`src/rtl/cfglk_pkg.sv`:
```
package cfglk_pkg;
    localparam logic [15:0] CTRL_MASK   = 16'h4FFD;
    localparam logic [31:0] RLO_MASK    = 32'hF000_0000;
    localparam logic [31:0] RHI_MASK    = 32'hFFFF_FFFF;
    localparam int          W_CTRL      = 0;
    localparam int          W_SEAL      = 1;
    localparam int          W_RANGE0    = 2;

    typedef enum logic {
        LK_OPEN   = 1'b0,
        LK_SEALED = 1'b1
    } lk_state_e;
endpackage

```
`src/rtl/cfglk_seal_fsm.sv`:
```
module cfglk_seal_fsm
    import cfglk_pkg::*;
(
    input  logic clk,
    input  logic rst_any,
    input  logic seal_req,
    output logic sealed
);
    lk_state_e state_q, state_d;

    always_comb begin
        state_d = state_q;
        unique case (state_q)
            LK_OPEN:   if (seal_req) state_d = LK_SEALED;
            LK_SEALED: state_d = LK_SEALED;
            default:   state_d = LK_OPEN;
        endcase
    end

    always_ff @(posedge clk) begin
        if (rst_any) state_q <= LK_OPEN;
        else         state_q <= state_d;
    end

    always_comb begin
        unique case (state_q)
            LK_SEALED: sealed = 1'b1;
            default:   sealed = 1'b0;
        endcase
    end
endmodule

```
`src/rtl/cfglk_mreg.sv`:
```
module cfglk_mreg #(
    parameter int NBYTES = 4,
    parameter logic [8*NBYTES-1:0] MASK = '1
) (
    input  logic                  clk,
    input  logic                  clr,
    input  logic                  wr,
    input  logic [NBYTES-1:0]     be,
    input  logic [8*NBYTES-1:0]   d,
    output logic [8*NBYTES-1:0]   q
);
    for (genvar b = 0; b < NBYTES; b++) begin : g_byte
        localparam logic [7:0] BM = MASK[8*b +: 8];
        if (BM == 8'h00) begin : g_ro
            assign q[8*b +: 8] = 8'h00;
        end else begin : g_rw
            logic [7:0] byte_q;
            always_ff @(posedge clk) begin
                if (clr)
                    byte_q <= 8'h00;
                else if (wr && be[b])
                    byte_q <= (byte_q & ~BM) | (d[8*b +: 8] & BM);
            end
            assign q[8*b +: 8] = byte_q;
        end
    end
endmodule

```
`src/rtl/cfglk_sticky.sv`:
```
module cfglk_sticky #(
    parameter int NBITS = 4
) (
    input  logic             clk,
    input  logic             cold_rst,
    input  logic             clr_wr,
    input  logic [NBITS-1:0] clr_bits,
    input  logic [NBITS-1:0] set_bits,
    output logic [NBITS-1:0] q
);
    logic [NBITS-1:0] kill;
    assign kill = clr_wr ? clr_bits : '0;

    always_ff @(posedge clk) begin
        if (cold_rst) q <= '0;
        else          q <= (q & ~kill) | set_bits;
    end
endmodule

```
`src/rtl/cfglk_regs.sv`:
```
module cfglk_regs
    import cfglk_pkg::*;
#(
    parameter int NUM_RANGES = 2,
    parameter int STS_BITS   = 4,
    localparam int NWORDS    = W_RANGE0 + 2 * NUM_RANGES,
    localparam int AW        = $clog2(NWORDS + 1)
) (
    input  logic                     clk,
    input  logic                     cold_rst,
    input  logic                     warm_rst,
    input  logic                     wr_en,
    input  logic [AW-1:0]            wr_addr,
    input  logic [3:0]               wr_be,
    input  logic [31:0]              wr_data,
    input  logic [STS_BITS-1:0]      sts_set,
    input  logic [AW-1:0]            rd_addr,
    output logic [31:0]              rd_data,
    output logic [15:0]              ctrl_o,
    output logic [STS_BITS-1:0]      status_o,
    output logic                     locked_o,
    output logic [64*NUM_RANGES-1:0] range_base_o
);
    logic rst_any;
    logic hit_ctrl, hit_seal;
    assign rst_any  = cold_rst | warm_rst;
    assign hit_ctrl = wr_en && (wr_addr == AW'(W_CTRL));
    assign hit_seal = wr_en && (wr_addr == AW'(W_SEAL));

    cfglk_seal_fsm u_seal (
        .clk      (clk),
        .rst_any  (rst_any),
        .seal_req (hit_seal && wr_be[0] && wr_data[0]),
        .sealed   (locked_o)
    );

    cfglk_mreg #(.NBYTES(2), .MASK(CTRL_MASK)) u_ctrl (
        .clk (clk),
        .clr (rst_any),
        .wr  (hit_ctrl && !locked_o),
        .be  (wr_be[1:0]),
        .d   (wr_data[15:0]),
        .q   (ctrl_o)
    );

    cfglk_sticky #(.NBITS(STS_BITS)) u_sts (
        .clk      (clk),
        .cold_rst (cold_rst),
        .clr_wr   (hit_ctrl && wr_be[2]),
        .clr_bits (wr_data[16 +: STS_BITS]),
        .set_bits (sts_set),
        .q        (status_o)
    );

    logic [31:0] rlo [NUM_RANGES];
    logic [31:0] rhi [NUM_RANGES];

    for (genvar k = 0; k < NUM_RANGES; k++) begin : g_rng
        localparam int WLO = W_RANGE0 + 2 * k;
        cfglk_mreg #(.NBYTES(4), .MASK(RLO_MASK)) u_lo (
            .clk (clk),
            .clr (rst_any),
            .wr  (wr_en && !locked_o && (wr_addr == AW'(WLO))),
            .be  (wr_be),
            .d   (wr_data),
            .q   (rlo[k])
        );
        cfglk_mreg #(.NBYTES(4), .MASK(RHI_MASK)) u_hi (
            .clk (clk),
            .clr (rst_any),
            .wr  (wr_en && !locked_o && (wr_addr == AW'(WLO + 1))),
            .be  (wr_be),
            .d   (wr_data),
            .q   (rhi[k])
        );
        assign range_base_o[64*k +: 64] = {rhi[k], rlo[k]};
    end

    always_comb begin
        rd_data = 32'h0;
        if (rd_addr == AW'(W_CTRL))
            rd_data = {{(16 - STS_BITS){1'b0}}, status_o, ctrl_o};
        else if (rd_addr == AW'(W_SEAL))
            rd_data = {31'h0, locked_o};
        for (int k = 0; k < NUM_RANGES; k++) begin
            if (rd_addr == AW'(W_RANGE0 + 2 * k))     rd_data = rlo[k];
            if (rd_addr == AW'(W_RANGE0 + 2 * k + 1)) rd_data = rhi[k];
        end
    end
endmodule

```
`config.mk`:
```
export PLATFORM = sky130hd
export DESIGN_NAME = cfglk_regs
export DESIGN_NICKNAME = d
export VERILOG_FILES = /design/src/rtl/cfglk_pkg.sv /design/src/rtl/cfglk_seal_fsm.sv /design/src/rtl/cfglk_mreg.sv /design/src/rtl/cfglk_sticky.sv /design/src/rtl/cfglk_regs.sv
export SDC_FILE = /design/constraint.sdc
export NUM_CORES = 1
export LEC_CHECK = 0
export BUFFER_PORTS_ARGS = -buffer_cell sky130_fd_sc_hd__buf_2
export CORE_UTILIZATION = 40
export CTS_CLUSTER_DIAMETER = 80
export CTS_CLUSTER_SIZE = 10
export DETAILED_ROUTE_END_ITERATION = 12
export PLACE_DENSITY_LB_ADDON = 0.05
export SLEW_MARGIN = 10
export SYNTH_ARGS = -nofsm -noshare
export SYNTH_HDL_FRONTEND = slang
export SYNTH_SLANG_ARGS = --single-unit
```
`constraint.sdc`:
```
create_clock -name clk -period 1.5 [get_ports clk]
set_input_delay 0.075 -clock clk [delete_from_list [all_inputs] [get_ports clk]]
set_output_delay 0.075 -clock clk [all_outputs]
set_load 0.02 [all_outputs]
```
==> results.tsv <==
metric	value	unit
Mean Syn Cell Area	8.921	µm²
asr flop ratio synth	0	%
YS warnings	0	
#FFs+latches synth	89	
Synth Cell Area	0.004532	mm²
antenna violations before repair	0	
Max H-tree Level	3	
port bufs	170	
Hold WC Path Type	input port to flip-flop	
number of global-route vias before repair	3610	
final instance area	0.005682	mm²
CP Class	flip-flop to primary output	
CTS Buf Count	9	
ANT cells	0	
Reg clk slew, reported paths	60	ps
synth unique cells	37	
first-pass GRT wire length	18.86	mm
Core ar.	0.01094	mm²
RSZ-0062 raised after global routing	no	
Worst Skew	9.202	ps
Peak VDD IR	0.6508	mV
layout cell share with drive strength beyond 1	31.62	%
setup TNS	0	ps
DRC	0	
status	finished clean	
number of cell rows	38	
Worst Setup SP	u_seal.state_q	
Post-Route WL	12.51	mm
GRT Overall Usage	21.06	%
# IOs	231	
crit end category	primary output	
die height	108.4	µm
clock sinks	89	
die area	0.01176	mm²
Final min period	1408	ps
largest net degree at the start of global routing	48	
register area share after synthesis	39.32	%
xor/xnor cell area share of the yosys netlist	0	%
static leakage	2.880	nW
commonest non-fill, non-tap cells in the layout	buf_2 (169), nand2_1 (133), mux2i_1 (93), dfxtp_1 (87), conb_1 (60)	
CTS tree	done	
gr ovfl total	0	
Synth Area in Compound Gates	6.819	%
adder-cell share of the synthesized area	0	%
Synth area leader	dfxtp_1	
max_cap viols	0	
Final Slew Violations	0	
Clock Latency Late Sink	330	ps
final setup fails	0	
Die Span X	108.4	µm
most common cell after layout, fill and taps aside	buf_2	
post-synthesis mux area share	20.54	%
Pre-antenna DRT Iters	6	
Simple-Gate Fraction of Synth Area	19.52	%
Critical Path Start Type	flip-flop	
top cells by area, synth	dfxtp_1 (39%), mux2i_1 (21%), nand2_1 (11%)	
Power per Cell Area	906.5	mW/mm²
ys flop type	dfxtp_1	
Vias/cell	4.854	
clock root cell	clkbuf_16	
fin crit share	93.83	%
post-synth top area share	39.32	%
# Post-CTS Setup Buffers	0	
met3 usage	3.737	%
hold path startpoint	wr_data[22]	
Final HPWL DP	9.193	mm
CTS max path bufs	2	
number of DRC markers in iteration 0	259	
Final Power	0.005151	W
dominant combinational cell family by area after synthesis	multiplexers	
wire per inst	15.25	µm
r2r startpoint	u_seal.state_q	
Initial Util	41.44	%
routability congestion estimate	0.7808	
area post-placement	0.005373	mm²
crit path DAT	1330	ps
GR Util met1	28.13	%
M2 GR Usage	34.18	%
crit path max fanout	7	
Vias	3980	
Req. time, crit path	1420	ps
synthesized instance count	508	
WHS	13.74	ps
Post-DRT Antenna Nets	0	
Max Clk Rate	710.5	MHz
# fillers	1061	
area grow syn2layout	25.37	%
GR peak layer	met2	
final-stage net count	727	
Final Hold Vio Count	0	
Post-synth EDFFs	0	
## Yosys cell counts (2+ instances only)
library cell  number
nor2b_1           13
clkbuf_2           2
and4bb_4           2
nand3_2            3
a22oi_1           27
buf_2              9
nand2b_1           2
and2_1             2
nor2_1             7
nor3_1             5
o22ai_1            4
mux2i_1           93
o21ai_0           14
nor4b_1            4
clkbuf_1          10
and3_1             3
buf_6              3
dfxtp_1           89
buf_4             66
nand2_1          133
## timing repair
item,4_1_cts,5_1_grt
gates resized for setup,1,5
endpoints found under the setup margin,1,3
hold buffers,1,0
hold endpoints to repair,1,0
## routing by layer
metal	vias up	part of all wire (%)
met2	172	47
met1	1855	45
li1	1939	-
met4	0	1.2
met5	-	0
met3	14	6.2
## worst paths after layout
kind / endpoint / slack (ps) / cells after the start
min: g_rng[0].u_hi.g_byte[2].g_rw.byte_q[6] / 10 / 3
max: rd_data[0] / 90 / 4
max reg2reg: g_rng[1].u_hi.g_byte[0].g_rw.byte_q[4] / 180 / 3
min reg2reg: g_rng[0].u_hi.g_byte[0].g_rw.byte_q[4] / 470 / 2
## through the flow
stage | util [%] | setup slack, ps | cells
CTS | 51.84 | 11.65 | 820
global route | 51.96 | 9.245 | 820
detailed placement | 49.13 | 24.57 | 805
finish | 51.96 | 92.48 | 820
global placement | 49.13 | 20.95 | 805
floorplan | - | 184.2 | 567
## logic make-up (layout without fill, tap and decap cells)
family | count (synthesis) | after routing
simple gates | 188 | 188
mux | 93 | 93
buf+inv | 90 | 203
flops | 89 | 89
compound gates | 47 | 47
other cells | 1 | 60
## layout make-up
cell class / instances / area [µm²] / area share [%]
multi-input combinational: 388 / 2361 / 41.55
sequential: 89 / 1787 / 31.45
clock inverter: 3 / 42.54 / 0.7487
timing repair buffer: 189 / 1074 / 18.89
tap: 140 / 175.2 / 3.083
clock buffer: 11 / 242.7 / 4.272
## power breakdown
| group | total, W | switching [W] | internal [W] |
|---|---|---|---|
| registers | 0.00239 | 0.0000144 | 0.00238 |
| clock network | 0.00220 | 0.000883 | 0.00132 |
| logic | 0.000557 | 0.000395 | 0.000163 |
## flip-flops by register name, summed over array words and instances (netlist names)
signal,flops
g_rng.u_hi.g_byte.g_rw.byte_q,64
u_ctrl.g_byte.g_rw.byte_q,12
g_rng.u_lo.g_byte.g_rw.byte_q,8
u_sts.q,4
u_seal.state_q,1
## critical path, cell delays in order (launching register included)
cell	delay, ps
dfxtp_4	380
mux2i_1	70
or3_1	330
nand3_2	90
buf_4	140
No activity file was read; power rests on OpenSTA's default activity.
